`config.mk`:
```
export PLATFORM = sky130hd
export DESIGN_NAME = branch_dir_predictor
export DESIGN_NICKNAME = d
export VERILOG_FILES = /design/src/rtl/bdp_pkg.sv /design/src/rtl/bdp_rst_sync.sv /design/src/rtl/bdp_guess.sv /design/src/rtl/bdp_track.sv /design/src/rtl/bdp_resolve.sv /design/src/rtl/branch_dir_predictor.sv
export SDC_FILE = /design/constraint.sdc
export NUM_CORES = 1
export LEC_CHECK = 0
export BUFFER_PORTS_ARGS = -buffer_cell sky130_fd_sc_hd__buf_2
export CORE_MARGIN = 5
export CORE_UTILIZATION = 45
export DETAILED_ROUTE_END_ITERATION = 12
export HOLD_SLACK_MARGIN = 0.1
export PLACE_DENSITY = 0.79
export SYNTH_ARGS = -nofsm -noshare
export SYNTH_HDL_FRONTEND = slang
export SYNTH_SLANG_ARGS = --single-unit
```
`constraint.sdc`:
```
create_clock -name clk -period 5.2 [get_ports clk]
set_input_delay 0.78 -clock clk [delete_from_list [all_inputs] [get_ports clk]]
set_output_delay 0.78 -clock clk [all_outputs]
set_load 0.02 [all_outputs]
```
`src/rtl/bdp_pkg.sv`:
```
package bdp_pkg;

  typedef enum logic [1:0] {
    CLS_OTHER  = 2'b00,
    CLS_BRANCH = 2'b01,
    CLS_JUMP   = 2'b10,
    CLS_UNUSED = 2'b11
  } fetch_cls_e;

  typedef enum logic [1:0] {
    SEL_SEQ      = 2'b00,
    SEL_GUESS    = 2'b01,
    SEL_FIX_FALL = 2'b10,
    SEL_FIX_TGT  = 2'b11
  } next_sel_e;

endpackage

```
`src/rtl/bdp_rst_sync.sv`:
```
module bdp_rst_sync #(
  parameter int STAGES = 2
) (
  input  logic clk,
  input  logic rst_n,
  output logic rst_n_sync
);

  logic [STAGES-1:0] chain_q;
  logic [STAGES-1:0] chain_d;

  always_comb begin
    chain_d = {chain_q[STAGES-2:0], 1'b1};
  end

  always_ff @(posedge clk or negedge rst_n) begin
    if (!rst_n) chain_q <= '0;
    else        chain_q <= chain_d;
  end

  assign rst_n_sync = chain_q[STAGES-1];

endmodule

```
`src/rtl/bdp_guess.sv`:
```
module bdp_guess
  import bdp_pkg::*;
(
  input  fetch_cls_e cls_i,
  input  logic       off_neg_i,
  output logic       is_cond_o,
  output logic       guess_tk_o,
  output next_sel_e  sel_o
);

  always_comb begin
    is_cond_o  = 1'b0;
    guess_tk_o = 1'b0;
    sel_o      = SEL_SEQ;
    unique case (cls_i)
      CLS_BRANCH: begin
        is_cond_o  = 1'b1;
        guess_tk_o = off_neg_i;
        sel_o      = off_neg_i ? SEL_GUESS : SEL_SEQ;
      end
      CLS_JUMP:   sel_o = SEL_GUESS;
      default:    sel_o = SEL_SEQ;
    endcase
  end

endmodule

```
`src/rtl/bdp_track.sv`:
```
module bdp_track #(
  parameter int AW = 32
) (
  input  logic          clk,
  input  logic          rst_n,
  input  logic          cap_i,
  input  logic          guess_i,
  input  logic [AW-1:0] fall_i,
  input  logic [AW-1:0] tgt_i,
  output logic          vld_o,
  output logic          guess_o,
  output logic [AW-1:0] fall_o,
  output logic [AW-1:0] tgt_o
);

  logic          vld_q, vld_d;
  logic          guess_q, guess_d;
  logic [AW-1:0] fall_q, fall_d;
  logic [AW-1:0] tgt_q, tgt_d;

  always_comb begin
    vld_d   = cap_i;
    guess_d = guess_i;
    fall_d  = fall_i;
    tgt_d   = tgt_i;
  end

  always_ff @(posedge clk or negedge rst_n) begin
    if (!rst_n) vld_q <= 1'b0;
    else        vld_q <= vld_d;
  end

  always_ff @(posedge clk or negedge rst_n) begin
    if (!rst_n) begin
      guess_q <= 1'b0;
      fall_q  <= '0;
      tgt_q   <= '0;
    end else if (cap_i) begin
      guess_q <= guess_d;
      fall_q  <= fall_d;
      tgt_q   <= tgt_d;
    end
  end

  assign vld_o   = vld_q;
  assign guess_o = guess_q;
  assign fall_o  = fall_q;
  assign tgt_o   = tgt_q;

  AST_CAPTURE_HELD: assert property (@(posedge clk) disable iff (!rst_n)
    (vld_o && !cap_i) |=> ($stable(fall_o) && $stable(tgt_o))) else $error("capture lost");

endmodule

```
`src/rtl/bdp_resolve.sv`:
```
module bdp_resolve
  import bdp_pkg::*;
#(
  parameter int AW = 32
) (
  input  logic          vld_i,
  input  logic          guess_i,
  input  logic          cmp_i,
  input  logic [AW-1:0] fall_i,
  input  logic [AW-1:0] tgt_i,
  output logic          miss_o,
  output next_sel_e     fix_sel_o,
  output logic [AW-1:0] fix_pc_o
);

  always_comb begin
    miss_o    = vld_i && (cmp_i != guess_i);
    fix_sel_o = SEL_SEQ;
    fix_pc_o  = '0;
    if (miss_o) begin
      if (guess_i) begin
        fix_sel_o = SEL_FIX_FALL;
        fix_pc_o  = fall_i;
      end else begin
        fix_sel_o = SEL_FIX_TGT;
        fix_pc_o  = tgt_i;
      end
    end
  end

endmodule

```
`src/rtl/branch_dir_predictor.sv`:
```
module branch_dir_predictor
  import bdp_pkg::*;
#(
  parameter int AW        = 32,
  parameter int RST_STAGES = 2
) (
  input  logic          clk,
  input  logic          rst_n,
  input  logic [1:0]    fetch_class,
  input  logic          fetch_off_neg,
  input  logic [AW-1:0] fetch_fall,
  input  logic [AW-1:0] fetch_tgt,
  input  logic          dec_cmp_taken,
  output logic [1:0]    pc_sel,
  output logic [AW-1:0] redir_pc,
  output logic          mispredict
);

  logic          rst_q_n;
  fetch_cls_e    cls;
  logic          is_cond, guess_tk;
  next_sel_e     guess_sel, fix_sel, sel;
  logic          trk_vld, trk_guess;
  logic [AW-1:0] trk_fall, trk_tgt, fix_pc;
  logic          miss, cap;

  bdp_rst_sync #(.STAGES(RST_STAGES)) u_rst (
    .clk(clk), .rst_n(rst_n), .rst_n_sync(rst_q_n)
  );

  assign cls = fetch_cls_e'(fetch_class);

  bdp_guess u_guess (
    .cls_i(cls), .off_neg_i(fetch_off_neg),
    .is_cond_o(is_cond), .guess_tk_o(guess_tk), .sel_o(guess_sel)
  );

  // a redirect discards the guess made in the same cycle
  assign cap = is_cond && !miss && rst_q_n;

  bdp_track #(.AW(AW)) u_track (
    .clk(clk), .rst_n(rst_q_n), .cap_i(cap), .guess_i(guess_tk),
    .fall_i(fetch_fall), .tgt_i(fetch_tgt),
    .vld_o(trk_vld), .guess_o(trk_guess), .fall_o(trk_fall), .tgt_o(trk_tgt)
  );

  bdp_resolve #(.AW(AW)) u_resolve (
    .vld_i(trk_vld), .guess_i(trk_guess), .cmp_i(dec_cmp_taken),
    .fall_i(trk_fall), .tgt_i(trk_tgt),
    .miss_o(miss), .fix_sel_o(fix_sel), .fix_pc_o(fix_pc)
  );

  always_comb begin
    if (!rst_q_n)  sel = SEL_SEQ;
    else if (miss) sel = fix_sel;
    else           sel = guess_sel;
  end

  assign pc_sel     = sel;
  assign redir_pc   = fix_pc;
  assign mispredict = miss;

  AST_OTHER_SEQ: assert property (@(posedge clk) disable iff (!rst_q_n)
    (!mispredict && !fetch_class[0]  && !fetch_class[1]) |-> pc_sel == 2'b00) else $error("other");
  AST_BACKWARD_TAKEN: assert property (@(posedge clk) disable iff (!rst_q_n)
    (!mispredict && fetch_class == 2'b01 && fetch_off_neg) |-> pc_sel == 2'b01) else $error("bwd");
  AST_FORWARD_SEQ: assert property (@(posedge clk) disable iff (!rst_q_n)
    (!mispredict && fetch_class == 2'b01 && !fetch_off_neg) |-> pc_sel == 2'b00) else $error("fwd");
  AST_JUMP_TARGET: assert property (@(posedge clk) disable iff (!rst_q_n)
    (!mispredict && fetch_class == 2'b10) |=> !trk_vld) else $error("jump tracked");
  AST_MISS_ONE_CYCLE: assert property (@(posedge clk) disable iff (!rst_q_n)
    mispredict |=> !mispredict) else $error("pulse width");
  AST_REDIRECT_SEL: assert property (@(posedge clk) disable iff (!rst_q_n)
    mispredict == pc_sel[1]) else $error("redirect sel");
  AST_FLUSH_DROPS: assert property (@(posedge clk) disable iff (!rst_q_n)
    mispredict |=> !trk_vld) else $error("flush kept");
  AST_IDLE_NO_MISS: assert property (@(posedge clk) disable iff (!rst_q_n)
    !trk_vld |-> !mispredict) else $error("idle miss");
  AST_REDIR_ZERO: assert property (@(posedge clk) disable iff (!rst_q_n)
    !pc_sel[1] |-> redir_pc == '0) else $error("redir nonzero");

endmodule

```
# --- Word level (Yosys, flattened, before mapping) ---
# Index checks and enable logic that the tools add are counted.
classes:
  eq_ne: 3
  n_mux: 9
  reduce_logical: 4
ops:
  columns: ["operator", "n"]
  rows:
  - ["$mux 32", 2]
  - ["$mux 1", 4]
  - ["$mux 2", 2]
  - ["$pmux 2 s2", 1]
  - ["$logic_and 1x1->1", 3]
  - ["$eq 2x1->1 const B", 1]
  - ["$eq 2x2->1 const B", 1]
  - ["$logic_not 1->1", 1]
  - ["$ne 1x1->1", 1]
word_totals:
  ff_bits: 68
  word_cells: 21

# --- Longest topological paths before layout ---
depth:
  ltp_word: 5
  mapped_depth: 7
  ltp_nobuf: 5

# --- Hierarchy ---
# Synthesis repeated with hierarchy kept, for this count alone.
hier_totals:
  hier_cells: 272
  area_unflattened_um2: 3617.2
modules_own_cells:
  columns: ["mod", "instances", "cells_per_inst", "area_per_inst_um2", "seq_area_each_um2"]
  rows:
  - ["bdp_track", 1, 138, 2643.8, 1651.6]
  - ["bdp_resolve", 1, 117, 817.0, 0.0]
  - ["bdp_guess", 1, 9, 60.1, 0.0]
  - ["bdp_rst_sync", 1, 3, 53.8, 50.0]
  - ["branch_dir_predictor", 1, 5, 42.5, 0.0]

# --- Worst setup path before layout ---
# No wires, ideal clock.
synth_timing:
  path_type: "reg2out"
  startpoint: "reg u_rst.chain_q[1]"
  endpoint: "out pc_sel[0]"
  arrival_ps: 2833
  path_slack_ps: 1587
  stages_incl_launch_ff: 3
  path_buffers: 0
  cell_sequence: "dfrtp_1 > inv_1 > o41ai_1"
synth_between:
  elab_chain_cells: 1
synth_rtl:
  columns: ["item", "line_no", "source"]
  rows:
  - ["start: declaration", "bdp_rst_sync.sv:9", "logic [STAGES-1:0] chain_q;"]
  - ["start signal: assignment", "bdp_rst_sync.sv:18", "else chain_q <= chain_d;"]
  - ["$mux 2", "branch_dir_predictor.sv:54", "if (!rst_q_n) sel = SEL_SEQ;"]
  - ["end: declaration", "branch_dir_predictor.sv:14", "output logic [1:0] pc_sel,"]
# No other way between the ends.

# --- Worst setup path after layout ---
layout_timing:
  startpoint: "in dec_cmp_taken"
  endpoint: "out redir_pc[11]"
layout_between:
  elab_chain_cells: 3
layout_rtl:
  columns: ["item", "line_no", "source"]
  rows:
  - ["start: declaration", "branch_dir_predictor.sv:13", "input logic dec_cmp_taken,"]
  - ["$ne 1x1->1", "bdp_resolve.sv:17", "miss_o = vld_i && (cmp_i != guess_i);"]
  - ["$logic_and 1x1->1", "bdp_resolve.sv:17", null]
  - ["$mux 32", "bdp_resolve.sv:20", "if (miss_o) begin"]
  - ["end: declaration", "branch_dir_predictor.sv:15", "output logic [AW-1:0] redir_pc,"]
# No other way between the ends.

==> impl_metrics.json <==
{
  "status": "completed",
  "final-setup-viol-count": 0,
  "worstSetupPathType": "primary input to output port",
  "fmax_mhz": 331,
  "synth_cells": 230,
  "hold_violations": 0,
  "syn_area_per_cell_sq_um": 14.3,
  "yosysWarnings": 0,
  "core_sq_um": 7180,
  "r2r-end": "u_track.fall_o[27]",
  "cp_max_fo": 18,
  "cts.root.buffer_cell": "clkbuf_8",
  "syn2layout_area_growth_pct": 24.6,
  "syn-num-nets": 302,
  "port_buffers": 104,
  "vias_per_cell": 4.88,
  "clk_pin_slew_ns": 0.08,
  "slew_headroom_pct": 23.4,
  "skew_ns": 0.00886,
  "num_antenna_cells": 0,
  "final_common_cell": "buf_2",
  "finalPower_w": 0.00149,
  "worst_pin_slew_ns": 1.15,
  "post_drt_wl_per_cell_um": 15.5,
  "ys_ff_latch": 68,
  "tns_ns": 0,
  "ios": 105,
  "antenna_found_initial": 0,
  "period_minus_slack_ns": 3.02,
  "start_util_pct": 45.7,
  "detailed_place_hpwl_um": 4680,
  "syn_area_sq_um": 3280,
  "rsz0062_at_grt": "false",
  "dieArea_sq_um": 9100,
  "dr.pass1.iters": 4,
  "cp-end-kind": "output port",
  "ctsHoldBuffers": 0,
  "maxCapViolCount": 0,
  "holdWs_ns": 0.218,
  "layoutNonFillerInstCount": 439,
  "grt_max_degree": 70,
  "globalRouteOverflowTotal": 0,
  "grt_pass1_wl_um": 10900,
  "die_h_um": 95.4,
  "clk_latency_ns": 0.33,
  "route.vias.total": 2144,
  "hp-class": "primary input to asynchronous set/reset pin",
  "die_w_um": 95.4,
  "most-common-layout-cells": "104 x buf_2, 66 x dfrtp_1, 49 x mux2_4",
  "drc": 0,
  "cp.required_ns": 4.42,
  "place.gp.congestion": 0.756,
  "r2r_setup_slack_ns": 2.78,
  "finalMaxSlewViolations": 0,
  "start_kind": "primary input",
  "max-vdd-ir-drop_v": 0.000174,
  "drt_iter0_markers": 72,
  "synth-seq-area-share_pct": 51.8,
  "cts-resized-gates": 0,
  "grt_pass1_vias": 2275,
  "reg2reg_depth": 4,
  "startpoint": "dec_cmp_taken",
  "dp_cells": 423,
  "nFillCells": 603,
  "grt_usage_pct": 15.7,
  "p_per_area_nw_per_um2": 365,
  "drt-total-wl_um": 6800,
  "rr_startpoint": "u_track.guess_o",
  "ant_nets": 0,
  "postCtsSetupRepairBufs": 0,
  "clock_path_buffers": 2,
  "leakagePower_nw": 2.05,
  "cp.arrival_ns": 2.24,
  "post-route-period-util_pct": 58.0,
  "cts_tree": "yes",
  "nets": 407,
  "cts_num_sinks": 68,
  "numCtsBuffers": 9,
  "htree_num_levels": 3,
  "row_count": 31,
  "drive_gt1_share_pct": 56.5,
  "ys_types": 22
}
[per-layer routing]
metal | up-vias | GRT usage [%] | part of all wire (%)
met1 | 1058 | 20.1 | 43
met4 | 0 | 7.94 | 2.2
met2 | 71 | 25.1 | 49
met3 | 16 | 3.31 | 5.5
li1 | 999 | - | -
met5 | - | 0 | 0
[critical path, stage by stage]
cell and delay, ns:
buf_2 0.12, xor2_2 0.22, nand2_1 0.41, buf_4 0.37, nor2_1 0.15, buf_2 0.18
[final cells by class]
class                   instances  area, sq um  share of cell area [%]
flip-flops and latches         68         1700                    41.7
repair buffers                108          563                    13.8
well taps                      99          124                    3.03
clock buffers                   9          124                    3.03
inverters                       5         18.8                   0.459
multi-input cells             143         1460                    35.8
clock inverters                 7         91.3                    2.23
[logic make-up (layout without fill, tap and decap cells)]
kind of cell / Yosys count / count (layout) / synth area share, %
multiplexers: 96 / 96 / 37.3
adder cells (fa/ha/maj): 2 / 2 / 0.762
AND/OR/NAND/NOR: 37 / 37 / 4.46
other: 1 / 1 / 0.114
flip-flops: 68 / 68 / 51.8
buffers and inverters: 19 / 129 / 3.77
XOR/XNOR: 1 / 1 / 0.496
AO/OA/AOI/OAI: 6 / 6 / 1.22
[where the power goes]
| group | internal (W) | switching (W) | total (W) |
|---|---|---|---|
| logic | 0.000202 | 0.000131 | 0.000333 |
| clock network | 0.000268 | 0.000199 | 0.000467 |
| registers | 0.000633 | 0.0000586 | 0.000692 |
[registers in the layout, summed over array words and instances, names as in the netlist]
name	count
u_track.fall_o	32
u_track.tgt_o	32
u_rst.chain_q	2
u_track.guess_o	1
u_track.vld_o	1
[Yosys cell counts]
library cell,number,area [sq um]
dfrtp_1,68,1700
mux2_4,49,736
nor2_1,33,124
mux2i_1,32,320
mux2_2,15,169
buf_6,6,67.6
inv_1,5,18.8
buf_2,3,15.0
clkbuf_1,3,11.3
a21oi_1,2,10.0
ha_1,2,25.0
nand2_1,2,7.51
a21oi_2,1,8.76
a31oi_1,1,6.26
buf_1,1,3.75
buf_4,1,7.51
conb_1,1,3.75
nand2b_1,1,6.26
nand4b_1,1,8.76
o22ai_1,1,6.26
o41ai_1,1,8.76
xor2_2,1,16.3
[metrics by stage]
| stage | utilization [%] | area (sq um) | setup WS [ns] |
|---|---|---|---|
| 2_1_floorplan | - | 3280 | 1.59 |
| 3_3_place_gp | 54.0 | 3870 | 2.17 |
| 3_5_place_dp | 54.0 | 3870 | 2.18 |
| 4_1_cts | 57.0 | 4090 | 2.17 |
| 5_1_grt | 57.0 | 4090 | 1.96 |
| 6_report | 57.0 | 4090 | 2.18 |
[how the worst max path moves through the flow]
stage                               to  slack, ns  cells after the start
after global placement    redir_pc[11]       2.17                      6
final                     redir_pc[11]       2.18                      6
after floorplan              pc_sel[0]       1.59                      2
after detailed placement  redir_pc[11]       2.18                      6
after CTS                 redir_pc[11]       2.17                      6
after global routing         pc_sel[0]       1.96                      4
Power figures use the tool's default switching activity.
